[config.mk]
export PLATFORM = sky130hd
export DESIGN_NAME = ext_irq_sense
export DESIGN_NICKNAME = d
export VERILOG_FILES = /design/src/rtl/ext_irq_pkg.sv /design/src/rtl/eis_rst_sync.sv /design/src/rtl/eis_pin_sync.sv /design/src/rtl/eis_sense_cell.sv /design/src/rtl/eis_wake.sv /design/src/rtl/ext_irq_sense.sv
export SDC_FILE = /design/constraint.sdc
export NUM_CORES = 1
export LEC_CHECK = 0
export BUFFER_PORTS_ARGS = -buffer_cell sky130_fd_sc_hd__buf_2
export CAP_MARGIN = 5
export CELL_PAD_IN_SITES_DETAIL_PLACEMENT = 0
export CELL_PAD_IN_SITES_GLOBAL_PLACEMENT = 1
export CORE_MARGIN = 3
export CORE_UTILIZATION = 37
export DETAILED_ROUTE_END_ITERATION = 8
export HOLD_SLACK_MARGIN = 0.15
export PLACE_DENSITY_LB_ADDON = 0.12
export SYNTH_ARGS = -nofsm -noshare
export SYNTH_HDL_FRONTEND = slang
export SYNTH_HIERARCHICAL = 1
export SYNTH_SLANG_ARGS = --single-unit
[constraint.sdc]
create_clock -name clk -period 1.1 [get_ports clk]
set_clock_uncertainty 0.2 [all_clocks]
set_input_delay 0 -clock clk [delete_from_list [all_inputs] [get_ports clk]]
set_output_delay 0 -clock clk [all_outputs]
set_load 0.05 [all_outputs]
[src/rtl/ext_irq_pkg.sv]
package ext_irq_pkg;

  typedef enum logic [1:0] {
    SENSE_LOW  = 2'b00,
    SENSE_ANY  = 2'b01,
    SENSE_FALL = 2'b10,
    SENSE_RISE = 2'b11
  } sense_t;

endpackage

[src/rtl/eis_rst_sync.sv]
module eis_rst_sync #(
  parameter int STAGES = 2
) (
  input  logic clk,
  input  logic rst_n,
  output logic rst_n_sync
);

  logic [STAGES-1:0] chain_q;
  logic [STAGES-1:0] chain_d;

  always_comb begin
    chain_d = {chain_q[STAGES-2:0], 1'b1};
  end

  always_ff @(posedge clk or negedge rst_n) begin
    if (!rst_n) chain_q <= '0;
    else        chain_q <= chain_d;
  end

  assign rst_n_sync = chain_q[STAGES-1];

endmodule

[src/rtl/eis_pin_sync.sv]
module eis_pin_sync #(
  parameter int STAGES = 2
) (
  input  logic clk,
  input  logic rst_n,
  input  logic clk_en,
  input  logic pin_in,
  output logic pin_now,
  output logic pin_prev
);

  localparam int LAST = STAGES - 1;

  logic [STAGES-1:0] stage_q;
  logic [STAGES-1:0] stage_d;
  logic              prev_q;
  logic              prev_d;

  always_comb begin
    stage_d = stage_q;
    prev_d  = prev_q;
    if (clk_en) begin
      stage_d = {stage_q[STAGES-2:0], pin_in};
      prev_d  = stage_q[LAST];
    end
  end

  always_ff @(posedge clk or negedge rst_n) begin
    if (!rst_n) begin
      stage_q <= '1;
      prev_q  <= 1'b1;
    end else begin
      stage_q <= stage_d;
      prev_q  <= prev_d;
    end
  end

  assign pin_now  = stage_q[LAST];
  assign pin_prev = prev_q;

endmodule

[src/rtl/eis_sense_cell.sv]
module eis_sense_cell
  import ext_irq_pkg::*;
(
  input  logic   clk,
  input  logic   rst_n,
  input  logic   clk_en,
  input  logic   pin_now,
  input  logic   pin_prev,
  input  sense_t mode,
  input  logic   enable,
  input  logic   clr,
  input  logic   ack,
  output logic   flag,
  output logic   req
);

  logic flag_q;
  logic flag_d;
  logic rise;
  logic fall;
  logic hit;
  logic set_ev;
  logic level_req;

  always_comb begin
    rise = pin_now & ~pin_prev;
    fall = ~pin_now & pin_prev;
    unique case (mode)
      SENSE_ANY:  hit = rise | fall;
      SENSE_FALL: hit = fall;
      SENSE_RISE: hit = rise;
      default:    hit = 1'b0;
    endcase
    set_ev = clk_en & enable & hit;
    if (set_ev)          flag_d = 1'b1;
    else if (clr || ack) flag_d = 1'b0;
    else                 flag_d = flag_q;
    level_req = (mode == SENSE_LOW) & enable & clk_en & ~pin_now;
  end

  always_ff @(posedge clk or negedge rst_n) begin
    if (!rst_n) flag_q <= 1'b0;
    else        flag_q <= flag_d;
  end

  assign flag = flag_q;
  assign req  = level_req | (enable & flag_q);

endmodule

[src/rtl/eis_wake.sv]
module eis_wake
  import ext_irq_pkg::*;
#(
  parameter int NUM_PINS = 4
) (
  input  logic [NUM_PINS-1:0]   pin_raw,
  input  logic [2*NUM_PINS-1:0] sense_mode,
  input  logic [NUM_PINS-1:0]   irq_enable,
  output logic                  wake_req
);

  logic [NUM_PINS-1:0] low_hit;

  for (genvar i = 0; i < NUM_PINS; i++) begin : g_hit
    assign low_hit[i] = irq_enable[i] & ~pin_raw[i] &
                        (sense_t'(sense_mode[2*i +: 2]) == SENSE_LOW);
  end

  assign wake_req = |low_hit;

endmodule

[src/rtl/ext_irq_sense.sv]
module ext_irq_sense
  import ext_irq_pkg::*;
#(
  parameter int NUM_PINS    = 4,
  parameter int SYNC_STAGES = 2,
  parameter int RST_STAGES  = 2
) (
  input  logic                  clk,
  input  logic                  rst_n,
  input  logic                  io_clk_en,
  input  logic [NUM_PINS-1:0]   pin_raw,
  input  logic [2*NUM_PINS-1:0] sense_mode,
  input  logic [NUM_PINS-1:0]   irq_enable,
  input  logic [NUM_PINS-1:0]   flag_clear,
  input  logic [NUM_PINS-1:0]   irq_ack,
  output logic [NUM_PINS-1:0]   flags,
  output logic [NUM_PINS-1:0]   irq_req,
  output logic                  wake_req
);

  logic                rst_n_int;
  logic [NUM_PINS-1:0] pin_now;
  logic [NUM_PINS-1:0] pin_prev;

  eis_rst_sync #(.STAGES(RST_STAGES)) u_rst (
    .clk        (clk),
    .rst_n      (rst_n),
    .rst_n_sync (rst_n_int)
  );

  for (genvar i = 0; i < NUM_PINS; i++) begin : g_pin
    eis_pin_sync #(.STAGES(SYNC_STAGES)) u_sync (
      .clk      (clk),
      .rst_n    (rst_n_int),
      .clk_en   (io_clk_en),
      .pin_in   (pin_raw[i]),
      .pin_now  (pin_now[i]),
      .pin_prev (pin_prev[i])
    );

    eis_sense_cell u_cell (
      .clk      (clk),
      .rst_n    (rst_n_int),
      .clk_en   (io_clk_en),
      .pin_now  (pin_now[i]),
      .pin_prev (pin_prev[i]),
      .mode     (sense_t'(sense_mode[2*i +: 2])),
      .enable   (irq_enable[i]),
      .clr      (flag_clear[i]),
      .ack      (irq_ack[i]),
      .flag     (flags[i]),
      .req      (irq_req[i])
    );
  end

  eis_wake #(.NUM_PINS(NUM_PINS)) u_wake (
    .pin_raw    (pin_raw),
    .sense_mode (sense_mode),
    .irq_enable (irq_enable),
    .wake_req   (wake_req)
  );

endmodule

Word level (Yosys, flattened, before mapping)
Index checks and enable logic that the tools add are counted.
{"block": "classes", "n_bitwise": 60, "reduce_logical": 13, "eq_ne": 12, "n_mux": 12}
{"cell": "$and 1x1->1", "count": 40}
{"cell": "$eq 2x2->1 const B", "count": 8}
{"cell": "$not 1->1", "count": 12}
{"cell": "$pmux 1 s3", "count": 4}
{"cell": "$eq 2x1->1 const B", "count": 4}
{"cell": "$logic_not 2->1", "count": 4}
{"cell": "$mux 1", "count": 8}
{"cell": "$or 1x1->1", "count": 8}
{"cell": "$reduce_bool 2->1", "count": 4}
{"cell": "$logic_or 1x1->1", "count": 4}
{"cell": "$reduce_or 4->1", "count": 1}
{"block": "totals", "regBits": 18}

Logic depth before layout (Yosys ltp)
{"block": "logic_depth", "depth_word": 6, "ltp_mapped": 5}

Hierarchy
Netlist, hierarchy kept.
{"mod": "eis_sense_cell", "cells_each": 14, "instances": 4, "area_per_inst_um2": 116.4}
{"mod": "eis_pin_sync", "cells_each": 6, "instances": 4, "area_per_inst_um2": 112.6}
{"mod": "eis_rst_sync", "cells_each": 3, "instances": 1, "area_per_inst_um2": 53.8}
{"mod": "eis_wake", "cells_each": 5, "instances": 1, "area_per_inst_um2": 42.5}

Least setup slack after synthesis
OpenSTA, ideal clock, no wires.
{"block": "synth_path", "path_kind": "register to register", "startpoint": "reg g_pin[0].u_sync.stage_q[1]", "endpoint": "reg g_pin[0].u_cell.flag_q", "t_arrival_ns": 1.140, "setup_time_ns": 0.076, "synth_period_minus_slack_ns": 1.416, "slack_ns": -0.316, "required_ns": 0.824, "path_buffers": 0, "path_stages_with_launch": 6, "path_cell_list": "dfstp_2 inv_1 ha_1 nor2b_1 o211ai_1 o21ai_1"}
{"block": "synth_between", "elab_chain_len": 6}
{"item": "from (decl)", "line_no": "eis_pin_sync.sv:14", "rtl": "logic [STAGES-1:0] stage_q;"}
{"item": "from (signal assigned)", "line_no": "eis_pin_sync.sv:33", "rtl": "stage_q <= stage_d;"}
{"item": "$not 1->1", "line_no": "eis_sense_cell.sv:27", "rtl": "fall = ~pin_now & pin_prev;"}
{"item": "$and 1x1->1", "line_no": "eis_sense_cell.sv:27"}
{"item": "$or 1x1->1", "line_no": "eis_sense_cell.sv:29", "rtl": "SENSE_ANY: hit = rise | fall;"}
{"item": "$pmux 1 s3 *", "line_no": "eis_sense_cell.sv:28", "rtl": "unique case (mode)"}
{"item": "$and 1x1->1 *", "line_no": "eis_sense_cell.sv:34", "rtl": "set_ev = clk_en & enable & hit;"}
{"item": "$mux 1 / $reduce_bool 2->1 (equally long branches)"}
{"item": "to (signal assigned)", "line_no": "eis_sense_cell.sv:43", "rtl": "else flag_q <= flag_d;"}
{"item": "to (decl)", "line_no": "eis_sense_cell.sv:17", "rtl": "logic flag_q;"}
Mark *: on every way between the ends. The rest lies on a longest branch, timed or not.
A chain may end at the register's enable or synchronous reset.

Worst setup path after layout
{"block": "layout_path", "startpoint": "reg g_pin[2].u_sync.stage_q[1]", "endpoint": "out irq_req[2]"}
{"block": "layout_between", "elab_chain_len": 3}
{"item": "from (decl)", "line_no": "eis_pin_sync.sv:14"}
{"item": "from (signal assigned)", "line_no": "eis_pin_sync.sv:33"}
{"item": "$not 1->1", "line_no": "eis_sense_cell.sv:38", "rtl": "level_req = (mode == SENSE_LOW) & enable & clk_en & ~pin_now;"}
{"item": "$and 1x1->1", "line_no": "eis_sense_cell.sv:38"}
{"item": "$or 1x1->1", "line_no": "eis_sense_cell.sv:47", "rtl": "assign req = level_req | (enable & flag_q);"}
{"item": "to (decl)", "line_no": "ext_irq_sense.sv:17", "rtl": "output logic [NUM_PINS-1:0] irq_req,"}
No other way between the ends.

==> run_results.csv <==
group,metric,value,unit
critical_path,cpMaxStageDelayCell,"dfstp_2",
logic_synthesis,mappedNetlistNets,123,
die,pin_count,36,
logic_synthesis,post_synth_inst_count,88,
sta,totalNegativeSetupSlack,-3.12,ns
die,fp.coreArea,2540,um2
cts,tritoncts_clock_tree,"done",
critical_path,critical_path.startpoint_type,"register",
finish,multi_input_combinational_cell_area,662,um2
logic_synthesis,post_synth_mux_area_share,17.3,%
drt,wl_per_cell,13.3,um
placement,numPortBuffers,35,
logic_synthesis,synth.yosys.seq_area_share,46.0,%
critical_path,critical_path_peak_fanout,2,
critical_path,timing.critical_path.cells,"buf_6 -> nor4b_2 -> o21a_2 -> buf_8",
placement,place_hpwl,1.59,mm
worst_hold_path,worstHoldPathType,"input pin to register",
grt,grt_max_degree,17,
placement,post_place_cell_area,1360,um2
sta,setup_viol,11,
critical_path,cp-end-kind,"output port",
sta,timing.final.crit_period,1.52,ns
pwr,leakage,0.850,nW
logic_synthesis,synthesis.area,1010,um2
cts,clock_tree.htree_level_count,1,
logic_synthesis,simple_gate_area_share_of_the_yosys_netlist,15.6,%
pwr,power-per-cell-area,1100,nW/um2
finish,areaGrowthSynthToFinish,84.2,%
outcome,failed_checks,"hold timing, setup timing",
die,die_width,58.3,um
grt,first_global_vias,998,
die,floorplan.initialDensity,39.8,%
critical_path,critical_path.max_stage_delay,0.55,ns
logic_synthesis,post_synth_xor_area_fraction,0,%
cts,clock-root-buffer,"clkbuf_4",
die,dieArea,3400,um2
drt,finalWirelength,2.63,mm
sta,maxClockFrequency,0.656,GHz
logic_synthesis,yosys_warnings,6,
grt,initial_antenna_violation_count,0,
die,die-height,58.3,um
logic_synthesis,number_of_different_library_cells_in_the_post_synthesis_netlist,16,
logic_synthesis,dominant_combinational_cell_family_by_area_after_synthesis,"multiplexers",
sta,finalMaxSlewViolations,0,
drt,avgViaCountPerCell,4.68,
die,number_of_rows_in_the_core_area,18,
finish,layout.area.seq,465,um2
logic_synthesis,synth_compound_gate_area_share,7.91,%
finish,postLayoutCellArea,1860,um2
cts,clock_sinks,18,
finish,layout.filler_cells,174,
logic_synthesis,synth_adder_area_share,9.89,%
finish,post_route_cells_drive_above_1_share,62.5,%
drt,drt_iter0_drc,13,
placement,placement.setup.worst_slack,-0.352,ns
logic_synthesis,syn-mean-instance-area,11.5,um2
logic_synthesis,ys_ff_latch,18,
grt,grt_overflow,0,
finish,diodes,0,
sta,period_share,139,%
sta,layout_setup_ws,-0.424,ns
drt,ant_nets,0,
sta,hold_slack,-0.150,ns
cts,number_of_clock_buffers_inserted_by_tritoncts,3,
grt,grt_first_pass_wirelength,4.37,mm
cts,clkTransAtPathRegs,0.11,ns
placement,final_replace_weighted_congestion,0.857,
outcome,outcome,"finished with violations",
grt,grtUsageTotal,16.8,%
sta,grt_setup_unrepaired,"yes",
finish,mostFrequentLayoutCell,"dlygate4sd3_1",
drt,dr.pass1.iters,4,
critical_path,worstPathArrival,1.32,ns
pwr,vdd_ir_drop_max,1.06,mV
critical_path,timing.setup.critical_path_class,"register to output port",
drt,number_of_vias_in_the_routed_layout,927,
cts,worst_skew_pair.late_latency,0.30,ns
cts,cts-root-to-sink-buffers,2,
flow_run,timing.max_cap.violations,0,
critical_path,data_required_critical_path,0.90,ns
sta,final-hold-violation-count,5,
finish,commonest_cells_after_routing_fill_and_taps_aside,"22 x dlygate4sd3_1, 21 x buf_2, 16 x buf_4",
finish,net_count_reported_at_finish,204,
drt,detail_route.drc_violations,0,
report_power, final:
part / leakage [nW] / internal [mW] / switching [mW]
registers: 0.203 / 0.795 / 0.0844
logic: 0.626 / 0.422 / 0.328
clock network: 0.0210 / 0.202 / 0.214
total: 0.850 / 1.42 / 0.626
worst paths after layout:
kind | slack, ns | startpoint | cells past startpoint | end
min in group asynchronous | -0.02 | u_rst/chain_q[1]$_DFF_PN0_ | 1 | g_pin[0].u_cell/flag$_DFFE_PN0P_
setup / recovery | -0.42 | g_pin[2].u_sync/stage_q[1]$_DFFE_PN1P_ | 4 | irq_req[2]
setup reg to reg | -0.40 | g_pin[3].u_sync/stage_q[1]$_DFFE_PN1P_ | 5 | g_pin[3].u_cell/flag$_DFFE_PN0P_
max in group asynchronous | 0.22 | rst_n | 3 | u_rst/chain_q[1]$_DFF_PN0_
hold reg to reg | -0.02 | u_rst/chain_q[1]$_DFF_PN0_ | 1 | g_pin[0].u_cell/flag$_DFFE_PN0P_
hold / removal | -0.15 | io_clk_en | 3 | g_pin[1].u_cell/flag$_DFFE_PN0P_
per-layer routing:
| metal | up-vias | GRT usage, % | part of all wire (%) |
|---|---|---|---|
| li1 | 471 | - | - |
| met1 | 430 | 20.2 | 45 |
| met2 | 24 | 29.8 | 50 |
| met3 | 2 | 4.39 | 4.9 |
| met4 | 0 | 3.97 | 0.57 |
| met5 | - | 0 | 0 |
sequential cells by signal, indices dropped and copies added (netlist names):
signal / flops
g_pin.u_sync/stage_q: 8
g_pin.u_cell/flag: 4
g_pin.u_sync/pin_prev: 4
u_rst/chain_q: 2
synthesized netlist by cell type:
master	number	area (um2)
or4_1	1	7.51
conb_1	1	3.75
dfrtp_1	6	150
nor2_1	4	15.0
inv_1	8	30.0
dfstp_2	12	315
nor4b_1	8	70.1
mux2i_1	4	40.0
mux2_2	12	135
nand2_1	4	15.0
o211ai_1	4	30.0
and2_0	4	25.0
nor2b_1	4	25.0
o21a_1	4	30.0
ha_1	8	100
o21ai_1	4	20.0
worst max-delay path: cells and delay by family (launching register included):
kind / cells / cell delay (ns)
flops: 1 / 0.55
buf+inv: 2 / 0.25
simple gates: 1 / 0.04
compound gates: 1 / 0.20
stage by stage:
stage,cells,utilization (%),hold WS [ns],total power [mW]
global placement,170,53.3,-0.415,1.37
detailed placement,170,53.3,-0.411,1.38
CTS,196,70.2,-0.149,1.99
global route,198,73.3,-0.156,2.18
finish,198,73.3,-0.150,2.05
floorplan,88,-,-0.496,1.17
layout make-up:
cell class              instances  share of cell area, %
inverters                       8                   1.61
repair buffers                 76                   34.0
flip-flops and latches         18                   25.0
multi-input cells              62                   35.5
well taps                      30                   2.01
clock buffers                   4                   1.95
cell families (layout without fill, tap and decap cells):
| family | after synthesis | in the layout |
|---|---|---|
| and+or+nand+nor | 25 | 25 |
| DFF | 18 | 18 |
| muxes | 16 | 16 |
| AOI/OAI and AO/OA | 12 | 12 |
| adders and majority gates | 8 | 8 |
| buffers and inverters | 8 | 88 |
| other | 1 | 1 |
timing repair:
item                                    CTS  global route
hold buffers                             21             1
endpoints found under the setup margin   13            17
gates resized for setup                  39            18
pin swaps                                15            13
endpoints found under the hold margin    22            20
buffers inserted                          1             1
No activity file was read; power rests on OpenSTA's default activity.
